<file path="src/rtl/fa_pkg.sv">
package fa_pkg;

  typedef enum logic [1:0] {
    ST_IDLE = 2'd0,
    ST_LOW  = 2'd1,
    ST_HIGH = 2'd2,
    ST_DONE = 2'd3
  } faState_t;

  // strobes from control to datapath
  typedef struct packed {
    logic capture;   // latch a new request
    logic selHigh;   // address the second halfword
    logic takeWide;  // store a full aligned word
    logic takeLow;   // store first halfword
    logic takeHigh;  // store second halfword
    logic setFault;  // record fault on the current read
    logic present;   // result is on the outputs this cycle
  } faStrobe_t;

  function automatic logic isCompressedHalf(input logic [1:0] lowBits);
    return lowBits != 2'b11;
  endfunction

endpackage

</file>
<file path="src/rtl/fa_ctrl.sv">
module fa_ctrl
  import fa_pkg::*;
(
  input  logic      clk,
  input  logic      rstN,
  input  logic      reqValid,
  input  logic      splitMode,
  input  logic      lowIsCompressed,
  input  logic      memRspValid,
  input  logic      memRspFault,
  output logic      reqReady,
  output logic      memReqValid,
  output faStrobe_t strobe
);

  faState_t state, stateNext;

  always_ff @(posedge clk) begin
    if (!rstN) state <= ST_IDLE;
    else       state <= stateNext;
  end

  always_comb begin
    stateNext   = state;
    strobe      = '0;
    reqReady    = 1'b0;
    memReqValid = 1'b0;
    unique case (state)
      ST_IDLE: begin
        reqReady = 1'b1;
        if (reqValid) begin
          strobe.capture = 1'b1;
          stateNext      = ST_LOW;
        end
      end
      ST_LOW: begin
        memReqValid = 1'b1;
        if (memRspValid) begin
          if (memRspFault) begin
            strobe.setFault = 1'b1;
            stateNext       = ST_DONE;
          end else if (!splitMode) begin
            strobe.takeWide = 1'b1;
            stateNext       = ST_DONE;
          end else begin
            strobe.takeLow = 1'b1;
            stateNext      = lowIsCompressed ? ST_DONE : ST_HIGH;
          end
        end
      end
      ST_HIGH: begin
        memReqValid    = 1'b1;
        strobe.selHigh = 1'b1;
        if (memRspValid) begin
          if (memRspFault) strobe.setFault = 1'b1;
          else             strobe.takeHigh = 1'b1;
          stateNext = ST_DONE;
        end
      end
      ST_DONE: begin
        strobe.present = 1'b1;
        stateNext      = ST_IDLE;
      end
      default: stateNext = ST_IDLE;
    endcase
  end

endmodule

</file>
<file path="src/rtl/fa_datapath.sv">
module fa_datapath
  import fa_pkg::*;
#(
  parameter int AW   = 32,
  parameter int ILEN = 32
) (
  input  logic            clk,
  input  logic            rstN,
  input  faStrobe_t       strobe,
  input  logic [AW-1:0]   reqAddr,
  input  logic            reqCompEn,
  input  logic [ILEN-1:0] memRspData,
  output logic            splitMode,
  output logic            lowIsCompressed,
  output logic [AW-1:0]   memReqAddr,
  output logic            memReqWide,
  output logic            insnValid,
  output logic [ILEN-1:0] insnData,
  output logic            insnCompressed,
  output logic            faultValid,
  output logic [AW-1:0]   faultAddr
);

  localparam int HALF      = ILEN / 2;
  localparam int HALFBYTES = HALF / 8;
  localparam int WORDBITS  = $clog2(ILEN / 8);

  logic [AW-1:0]   baseAddr;
  logic            compEn;
  logic            splitReg;
  logic [ILEN-1:0] insnReg;
  logic            compReg;
  logic            faultReg;
  logic [AW-1:0]   faultAddrReg;
  logic [AW-1:0]   alignedAddr;
  logic [AW-1:0]   highAddr;

  assign alignedAddr = {baseAddr[AW-1:WORDBITS], {WORDBITS{1'b0}}};
  assign highAddr    = baseAddr + AW'(HALFBYTES);

  always_comb begin
    if (strobe.selHigh)  memReqAddr = highAddr;
    else if (splitReg)   memReqAddr = baseAddr;
    else                 memReqAddr = alignedAddr;
  end

  assign memReqWide      = !splitReg;
  assign splitMode       = splitReg;
  assign lowIsCompressed = isCompressedHalf(memRspData[1:0]);

  always_ff @(posedge clk) begin
    if (!rstN) begin
      baseAddr     <= '0;
      compEn       <= 1'b0;
      splitReg     <= 1'b0;
      insnReg      <= '0;
      compReg      <= 1'b0;
      faultReg     <= 1'b0;
      faultAddrReg <= '0;
    end else begin
      if (strobe.capture) begin
        baseAddr     <= reqAddr;
        compEn       <= reqCompEn;
        splitReg     <= reqCompEn && (reqAddr[WORDBITS-1:0] == WORDBITS'(HALFBYTES));
        insnReg      <= '0;
        compReg      <= 1'b0;
        faultReg     <= 1'b0;
        faultAddrReg <= '0;
      end
      if (strobe.takeWide) begin
        insnReg <= memRspData;
        compReg <= compEn && isCompressedHalf(memRspData[1:0]);
      end
      if (strobe.takeLow) begin
        insnReg <= {{HALF{1'b0}}, memRspData[HALF-1:0]};
        compReg <= isCompressedHalf(memRspData[1:0]);
      end
      if (strobe.takeHigh) begin
        insnReg[ILEN-1:HALF] <= memRspData[HALF-1:0];
      end
      if (strobe.setFault) begin
        faultReg     <= 1'b1;
        faultAddrReg <= memReqAddr;
      end
    end
  end

  assign insnValid      = strobe.present && !faultReg;
  assign faultValid     = strobe.present && faultReg;
  assign insnData       = insnReg;
  assign insnCompressed = insnValid && compReg;
  assign faultAddr      = faultAddrReg;

endmodule

</file>
<file path="src/rtl/fetch_aligner.sv">
module fetch_aligner
  import fa_pkg::*;
#(
  parameter int AW   = 32,
  parameter int ILEN = 32
) (
  input  logic            clk,
  input  logic            rstN,
  input  logic            reqValid,
  input  logic [AW-1:0]   reqAddr,
  input  logic            reqCompEn,
  output logic            reqReady,
  output logic            memReqValid,
  output logic [AW-1:0]   memReqAddr,
  output logic            memReqWide,
  input  logic            memRspValid,
  input  logic [ILEN-1:0] memRspData,
  input  logic            memRspFault,
  output logic            insnValid,
  output logic [ILEN-1:0] insnData,
  output logic            insnCompressed,
  output logic            faultValid,
  output logic [AW-1:0]   faultAddr
);

  faStrobe_t strobe;
  logic      splitMode;
  logic      lowIsCompressed;

  fa_ctrl u_ctrl (
    .clk             (clk),
    .rstN            (rstN),
    .reqValid        (reqValid),
    .splitMode       (splitMode),
    .lowIsCompressed (lowIsCompressed),
    .memRspValid     (memRspValid),
    .memRspFault     (memRspFault),
    .reqReady        (reqReady),
    .memReqValid     (memReqValid),
    .strobe          (strobe)
  );

  fa_datapath #(.AW(AW), .ILEN(ILEN)) u_dp (
    .clk             (clk),
    .rstN            (rstN),
    .strobe          (strobe),
    .reqAddr         (reqAddr),
    .reqCompEn       (reqCompEn),
    .memRspData      (memRspData),
    .splitMode       (splitMode),
    .lowIsCompressed (lowIsCompressed),
    .memReqAddr      (memReqAddr),
    .memReqWide      (memReqWide),
    .insnValid       (insnValid),
    .insnData        (insnData),
    .insnCompressed  (insnCompressed),
    .faultValid      (faultValid),
    .faultAddr       (faultAddr)
  );

endmodule

</file>
<file path="config.mk">
export PLATFORM = sky130hd
export DESIGN_NAME = fetch_aligner
export DESIGN_NICKNAME = d
export VERILOG_FILES = /design/src/rtl/fa_pkg.sv /design/src/rtl/fa_ctrl.sv /design/src/rtl/fa_datapath.sv /design/src/rtl/fetch_aligner.sv
export SDC_FILE = /design/constraint.sdc
export NUM_CORES = 1
export LEC_CHECK = 0
export BUFFER_PORTS_ARGS = -buffer_cell sky130_fd_sc_hd__buf_2
export CAP_MARGIN = 20
export CORE_UTILIZATION = 35
export CTS_BUF_LIST = sky130_fd_sc_hd__clkbuf_8
export DETAILED_ROUTE_END_ITERATION = 8
export PLACE_DENSITY_LB_ADDON = 0.08
export SYNTH_ARGS = -nofsm -noshare
export SYNTH_HDL_FRONTEND = slang
export SYNTH_HIERARCHICAL = 1
export SYNTH_SLANG_ARGS = --single-unit
</file>
<file path="constraint.sdc">
create_clock -name clk -period 6.4 [get_ports clk]
set_input_delay 0.64 -clock clk [delete_from_list [all_inputs] [get_ports clk]]
set_output_delay 0.64 -clock clk [all_outputs]
set_load 0.02 [all_outputs]
</file>
======== Yosys cells after proc, flatten, opt, wreduce, memory -nomap -nowiden ========
Index checks and enable logic that the tools add are counted.
word-level totals
  memory bits (writable) .................. 0
  logic and storage cells ................. 66
  ROM bits ................................ 0
  input port bits ......................... 70
  bits in registers ....................... 102
  latch bits .............................. 0
  memories kept ........................... 0
operators by class
  bitwise gates (word level) .............. 0
  muxes and demuxes ....................... 35
  equal/unequal tests ..................... 8
  shift operators ......................... 0
  $mul .................................... 0
  reductions and logical operators ........ 13
  $lt $le $gt $ge ......................... 0
  divide/modulo/power cells ............... 0
  add/subtract/negate cells ............... 1
operators by type and width
  kind                                                                   count
  32-bit 2-to-1 mux                                                      5
  32-bit by 2-bit adder with 32-bit output, second input constant        1
  2-bit 2-to-1 mux                                                       10
  1-bit 2-to-1 mux                                                       17
  16-bit 2-to-1 mux                                                      1
  2-bit inequality test, second input constant                           4
  2-bit case mux with 4 select lines                                     1
  2-bit equality test, second input constant                             3
  1-bit logical AND                                                      5
  4-bit nonzero test                                                     1
  3-bit AND reduction                                                    1
  3-bit nonzero test                                                     1
  2-bit by 1-bit equality test with 1-bit output, second input constant  1
  1-bit logical NOT                                                      2
  2-bit logical NOT                                                      1
  1-bit case mux with 2 select lines                                     1
  2-bit nonzero test                                                     1
  2-bit OR reduction                                                     1

======== Longest topological paths before layout ========
Gate-level depths: netlist (run 1).
  word-level depth ........................ 7
  gate-level depth with buffers ........... 10
  mapped depth without buffers ............ 8

======== Hierarchy ========
The synthesis (run 1) kept the hierarchy.
modules (own cells, without submodules)
  module       instances  cells each  area an instance (sq um)
  fa_datapath  1          434         4,359.2
  fa_ctrl      1          27          216.5

======== Worst setup path after synthesis (run 1) ========
Ideal clock, no wire load.
  path type ............................... register to output
  start ................................... register u_ctrl.state[0]
  end ..................................... output port memReqAddr[12]
  arrival ................................. 1.895 ns
  required time ........................... 5.760 ns
  cell stages (with the launch flop) ...... 8
  slack ................................... 3.865 ns
  cell sequence ........................... dfxtp_1 > inv_1 > ha_1 > buf_2 > nand4_1 > nor3_1 > nand4_1 > xnor2_1
RTL lines
  what                      line                 text
  start: declaration        fa_ctrl.sv:16        faState_t state, stateNext;
  start signal: assignment  fa_ctrl.sv:20        else state <= stateNext;
  end: declaration          fetch_aligner.sv:14  output logic [AW-1:0] memReqAddr,

==> flow_summary.ini, run 1 <==
[timing]
final-hold-violation-count = 0
slew_headroom_pct = 27.20
finalSetupTns_ns = 0
setup_viol = 0
clock.fmax_mhz = 289.0
skew_ns = 0.006598
tightest_slew_ns = 1.087
slew_violations = 0
rsz0062_at_grt = no
min_period_ns = 3.460
finalCritPeriodShare_pct = 54.07

[cts]
numCtsBuffers = 9
postCtsResizedCells = 0
h-tree-depth = 3
clock_latency_ns = 0.37
cts_tree = built
root_buffer = clkbuf_8
cts-hold-fix-buffers = 0
path_clk_slew_ns = 0.09
post-cts-setup-buffers = 0
cts_max_path_buffers = 2
cts.sinks = 102

[yosys]
ys_seq_elements = 102
synthXorXnorAreaFrac_pct = 5.551
synth_top_family_by_area = simple AND/OR/NAND/NOR gates
synthSimpleGateAreaFrac_pct = 22.42
yosysWarnings = 6
async_flop_share_pct = 0
ys.flop_type = dfxtp_1
syn_area_per_cell_sq_um = 9.925
synth_edf_count = 0
synth_compound_area_share_pct = 14.60
synth-adder-area-share_pct = 1.367
synth_nets = 536
synth_mux_area_share_pct = 7.903
syn_area_sq_mm = 0.004576
netlist_instances = 461
ys_seq_area_share_pct = 44.63
synth.distinct_cells = 41

[cells_and_area]
register_area_sq_mm = 0.002042
layout-area-overhead-vs-synth_pct = 25.13
fin_area_sq_mm = 0.005725
stdcell_count = 789
diodes = 0
drive_gt1_share_pct = 32.25
fillers = 1291
multiInputGateArea_sq_mm = 0.002379
nets = 689

[routing]
drtPass1Iterations = 5
drtIter0Drc = 236
ant_nets = 0
wl_per_cell_um = 15.80
wl_um = 12460
routed_via_density = 5.004
drc = 0
vias = 3948

[floorplan]
start_util_pct = 36.11
fp.dieW_um = 116.3
coreArea_sq_mm = 0.01267
die_area_sq_mm = 0.01354
die_h_um = 116.3
rows = 41
io_pins = 172

[min_path]
min_path_cells = 1
hold_class = reg2reg

[pwr]
irDropWorstVdd_uv = 101.8
pwr-share-comb_pct = 28.6
p_sw_mw = 0.5428
p_leak_nw = 2.509
p_sw_share_pct = 34.46
intPower_mw = 1.032
power_density_mw_per_mm2 = 275.1
p_clk_share_pct = 24.1
seqPwrFrac_pct = 47.2

[critical_path]
slowest_delay_ns = 0.64
path_class = reg2out
endpoint_kind = primary output
critPathArrivalTime_ns = 2.82
reg2reg_depth = 6
critical_path.startpoint_type = flop
crit_chain = inv_1, ha_1, nand4_1, nor3_1, nand3_1, xnor2_1, buf_2
worstPathRequired_ns = 5.76
slowest_stage = nor3_1
cp_max_fo = 11

[run_status]
run_status = complete, no violations

[global_route]
grt_pass1_vias = 3563
grt_use_total_pct = 18.26
grt_max_degree = 104
antenna_found_initial = 0
overflow = 0
grt_pass1_wl_um = 18940

[placement]
dp_cells = 774
placed_area_sq_mm = 0.005544
place_congestion = 0.7892
dpl.hpwl_um = 8799
portBuffers = 171

[run]
max_cap_viol_count = 0
[synthesized netlist by cell type (2+ instances only)]
library cell  count  area (sq um)
clkbuf_1         26         97.59
o21ai_0           2         10.01
o21a_1            2         15.01
o2111a_1          2         22.52
buf_1             3         11.26
nand3b_1         16         120.1
and3_1            3         18.77
nor3_1            3         15.01
nand3_1          10         50.05
a21oi_1           3         15.01
a21boi_0         16         120.1
inv_1             7         26.28
dfxtp_1         102          2042
nor3_2            2         20.02
xnor2_1          17         148.9
a32o_1           23         230.2
a222oi_1         16         160.2
nand4_1          10         62.56
a32o_2            2         22.52
mux2i_1          35         350.3
nor4_1           11         68.82
nand2_1          32         120.1
and2_1           10         62.56
ha_1              5         62.56
and4_1            4         35.03
xor2_1           12         105.1
nor2_1            5         18.77
nor3b_1           2         15.01
buf_2             3         15.01
nor2b_1          60         375.4
a22oi_1           7         52.55
[area by class of cell]
| type | count | area share [%] |
|---|---|---|
| Multi-Input combinational cell | 318 | 41.54 |
| Sequential cell | 102 | 35.66 |
| Timing Repair Buffer | 175 | 15.47 |
| Tap cell | 172 | 3.759 |
| Clock buffer | 12 | 2.885 |
| Inverter | 8 | 0.5245 |
| Clock inverter | 2 | 0.1530 |
[through the flow]
step                utilization (%)  total power [mW]  hold slack [ns]  worst slack (ns)
floorplan                         -             1.070           0.4689             3.865
global placement              43.75             1.205           0.4414             3.453
detailed placement            43.75             1.211           0.4501             3.363
CTS                           45.13             1.599           0.4723             2.924
global route                  45.19             1.667           0.4846             2.681
finish                        45.19             1.575           0.4685             2.940
[cell families (layout without fill, tap and decap cells)]
logic type,Yosys count,after routing
simple gates,172,172
fa+ha+maj,5,5
flops,102,102
buf+inv,41,197
mux,36,36
xor+xnor,29,29
compound gates,76,76
[sequential cells by signal, summed over array words and instances (netlist names)]
register,flops
u_ctrl/state,2
u_dp/baseAddr,32
u_dp/faultReg,1
u_dp/faultAddr,32
u_dp/splitMode,1
u_dp/insnData,32
u_dp/compEn,1
u_dp/compReg,1
[worst max-delay path: cells and delay by family, from the launching register on]
| kind | cells | cell delay (ns) |
|---|---|---|
| flops | 1 | 0.37 |
| fa+ha+maj | 1 | 0.42 |
| simple gates | 3 | 1.13 |
| xor+xnor | 1 | 0.22 |
| buf+inv | 2 | 0.31 |
[power by group through the flow]
stage | clock (mW) | combinational, mW | sequential (mW)
3_5_place_dp | 0 | 0.453 | 0.758
3_3_place_gp | 0 | 0.449 | 0.755
4_1_cts | 0.401 | 0.455 | 0.743
5_1_grt | 0.423 | 0.491 | 0.753
2_1_floorplan | 0 | 0.306 | 0.764
6_report | 0.380 | 0.451 | 0.744
[routing by layer]
metal / GRT usage (%) / share of wire (%) / up-vias
met4: 7.436 / 1.4 / 0
li1: - / - / 1985
met3: 3.892 / 5.4 / 13
met2: 27.34 / 44 / 106
met5: 0 / 0 / -
met1: 25.40 / 49 / 1844
[final timing paths]
kind	start	end	slack (ns)
worst max-delay path	u_ctrl/state[0]$_SDFFE_PN0P_	memReqAddr[18]	2.94
worst min-delay path	u_dp/faultAddr[20]$_SDFFE_PN0P_	u_dp/faultAddr[20]$_SDFFE_PN0P_	0.47
worst max register to register	u_ctrl/state[0]$_SDFFE_PN0P_	u_dp/insnData[19]$_SDFFE_PN0P_	3.57
worst min register to register	u_dp/faultAddr[20]$_SDFFE_PN0P_	u_dp/faultAddr[20]$_SDFFE_PN0P_	0.47
[cells in the final DEF, fill, tap and decap left out, drive strengths merged, types with 2 or more instances in the layout]
cell type,netlist,layout
nand2,32,32
mux2i,35,35
nand3,10,10
nor3,5,5
ha,5,5
o21a,2,2
o21ai,3,3
nor2,5,5
and4,4,4
nor2b,60,60
a222oi,16,16
nor4,11,11
xor2,12,12
nand4,11,11
clkbuf,26,12
nand3b,16,16
a32o,25,25
o2111a,2,2
xnor2,17,17
buf,7,175
dfxtp,102,102
nor3b,2,2
and3,4,4
a22oi,7,7
and2,10,10
inv,8,9
a21oi,3,3
a21boi,16,16
No activity file was read; power rests on OpenSTA's default activity.
==> run 2: changes to the inputs <==
clock period = 3.3 ns   (was 6.4 ns; I/O delays follow)
==> run 2 against run 1 <==
  * Clock skew is 0.0021 ns higher
  * Critical endpoint is now memReqAddr[19]
  * Largest power group unchanged
  * Worst hold slack got worse by 0.26 ns
  * Wire length increased by 1.8%
  * Final area grew 0.59%
  * Sequential share of layout area is 0.21 points lower
  * Count of clock-buffer cells in the layout down 3
  * Critical path depth did not move
  * Non-clock buffer count is 2 higher
  * Worst setup slack got worse by 2.6 ns
==> flow_summary.ini, run 2 (synthesis gave the netlist of run 1 again) <==
[critical_path]
endpoint_kind = primary output
critPathArrivalTime_ns = 2.68
setup.reg_to_reg.worst_slack_ns = 0.53
crit_start = u_ctrl/state[0]$_SDFFE_PN0P_
cp_max_fo = 11
reg2reg_depth = 6
regToRegEndpoint = u_dp/insnData[16]$_SDFFE_PN0P_
r2r-start = u_ctrl/state[0]$_SDFFE_PN0P_
endpoint = memReqAddr[19]
worstPathRequired_ns = 2.97
critical_path.startpoint_type = flop
path_class = reg2out

[cts]
clock_latency_ns = 0.38
cts_tree = built
cts_max_path_buffers = 2
h-tree-depth = 3
numCtsBuffers = 9
path_clk_slew_ns = 0.10
root_buffer = clkbuf_8
cts.sinks = 102
post-cts-setup-buffers = 0

[pwr]
p_sw_share_pct = 34.70
pwr-share-comb_pct = 28.8
seqPwrFrac_pct = 46.4
p_sw_mw = 1.078
intPower_mw = 2.029
power_density_mw_per_mm2 = 539.4
p_clk_share_pct = 24.8
p_leak_nw = 2.542
irDropWorstVdd_uv = 224.1

[cells_and_area]
layout-area-overhead-vs-synth_pct = 25.87
diodes = 0
layout_commonest_cell = buf_2
fin_util_pct = 45.45
most-common-layout-cells = buf_2 (171), dfxtp_1 (102), nor2b_1 (60), mux2i_1 (35), nand2_1 (32)
drive_gt1_share_pct = 32.69
nets = 691

[floorplan]
coreArea_sq_mm = 0.01267
die_h_um = 116.3
io_pins = 172
rows = 41
fp.dieW_um = 116.3
start_util_pct = 36.11
die_area_sq_mm = 0.01354

[placement]
place_ws_ns = 0.5291
place_congestion = 0.7471
dpl.hpwl_um = 8918
portBuffers = 171

[timing]
skew_ns = 0.008654
slew_headroom_pct = 28.39
setup_viol = 0
slew_violations = 0
finalSetupTns_ns = 0
min_period_ns = 3.009
hold_slack_ns = 0.2058
setup_ws_ns = 0.2906
final-hold-violation-count = 0
tightest_slew_ns = 1.069
finalCritPeriodShare_pct = 91.20
clock.fmax_mhz = 332.3
rsz0062_at_grt = no

[routing]
ant_nets = 0
wl_um = 12690
highest_layer = met4
drc = 0
routed-wl-met2_um = 5633
wl_met1_um = 6081
drtIter0Drc = 253
routed_via_density = 5.066
wl_per_cell_um = 16.01
drtPass1Iterations = 5
wl_met3_um = 772
vias = 4017

[global_route]
overflow = 0
grt_use_total_pct = 18.98
antenna_found_initial = 0
grt_max_degree = 104
grt_pass1_vias = 3676
grt_pass1_wl_um = 19670

[min_path]
hold_class = in2reg

[run]
max_cap_viol_count = 0

[run_status]
run_status = complete, no violations
## run 2: cell count changes in the layout (fill, tap and decap cells not counted), sizes merged
cell / before / now
clkinv: 1 / 4
bufinv: 0 / 1
inv: 9 / 10
buf: 175 / 177
clkbuf: 12 / 9
## run 2: area by class of cell
cell class	count	area, sq um
sequential	102	2042
inverter	8	30.03
tap	172	215.2
clock buffer	9	123.9
fill	1280	6912
multi-input combinational	318	2390
timing repair buffer	177	900.9
clock inverter	7	57.56
## run 2: metal layers
layer / vias to the layer above / track usage [%]
met1: 1892 / 26.63
met4: 0 / 7.436
met2: 119 / 27.89
met5: - / 0
li1: 1990 / -
met3: 16 / 4.515
## run 2: metrics by stage
stage | power [mW] | cells | area, sq um
2_1_floorplan | 2.075 | 461 | 4576
3_3_place_gp | 2.351 | 777 | 5567
3_5_place_dp | 2.368 | 777 | 5567
4_1_cts | 3.145 | 793 | 5748
5_1_grt | 3.291 | 793 | 5759
6_report | 3.107 | 793 | 5759
## run 2: worst max-delay path: stages (launching register included)
cell and delay, ns:
dfxtp_1 0.38, inv_1 0.11, ha_1 0.42, nand3_1 0.38, nor3_4 0.38, nand3_1 0.14
xnor2_1 0.28, buf_2 0.22
## run 2: power groups by stage
| stage | Combinational [mW] | Sequential (mW) | Clock [mW] |
|---|---|---|---|
| 3_3_place_gp | 0.885 | 1.47 | 0 |
| 5_1_grt | 0.978 | 1.46 | 0.851 |
| 2_1_floorplan | 0.593 | 1.48 | 0 |
| 6_report | 0.894 | 1.44 | 0.770 |
| 3_5_place_dp | 0.899 | 1.47 | 0 |
| 4_1_cts | 0.902 | 1.44 | 0.800 |
## run 2: worst min path at each step
stage	startpoint	to	slack, ns	cells after the start
after floorplan	u_dp/compReg$_SDFFE_PN0P_	u_dp/compReg$_SDFFE_PN0P_	0.47	2
after global placement	u_dp/faultAddr[28]$_SDFFE_PN0P_	u_dp/faultAddr[28]$_SDFFE_PN0P_	0.44	1
after detailed placement	u_dp/faultAddr[20]$_SDFFE_PN0P_	u_dp/faultAddr[20]$_SDFFE_PN0P_	0.45	1
after CTS	reqAddr[6]	u_dp/baseAddr[6]$_SDFFE_PN0P_	0.18	3
after global routing	reqAddr[31]	u_dp/baseAddr[31]$_SDFFE_PN0P_	0.19	3
final	reqAddr[6]	u_dp/baseAddr[6]$_SDFFE_PN0P_	0.21	3
## run 2: timing repair
| action | 4_1_cts | 5_1_grt |
|---|---|---|
| endpoints found under the hold margin | 0 | 0 |
| resized for setup | 0 | 2 |
| hold buffers | 0 | 0 |
| endpoints found under the setup margin | 0 | 8 |
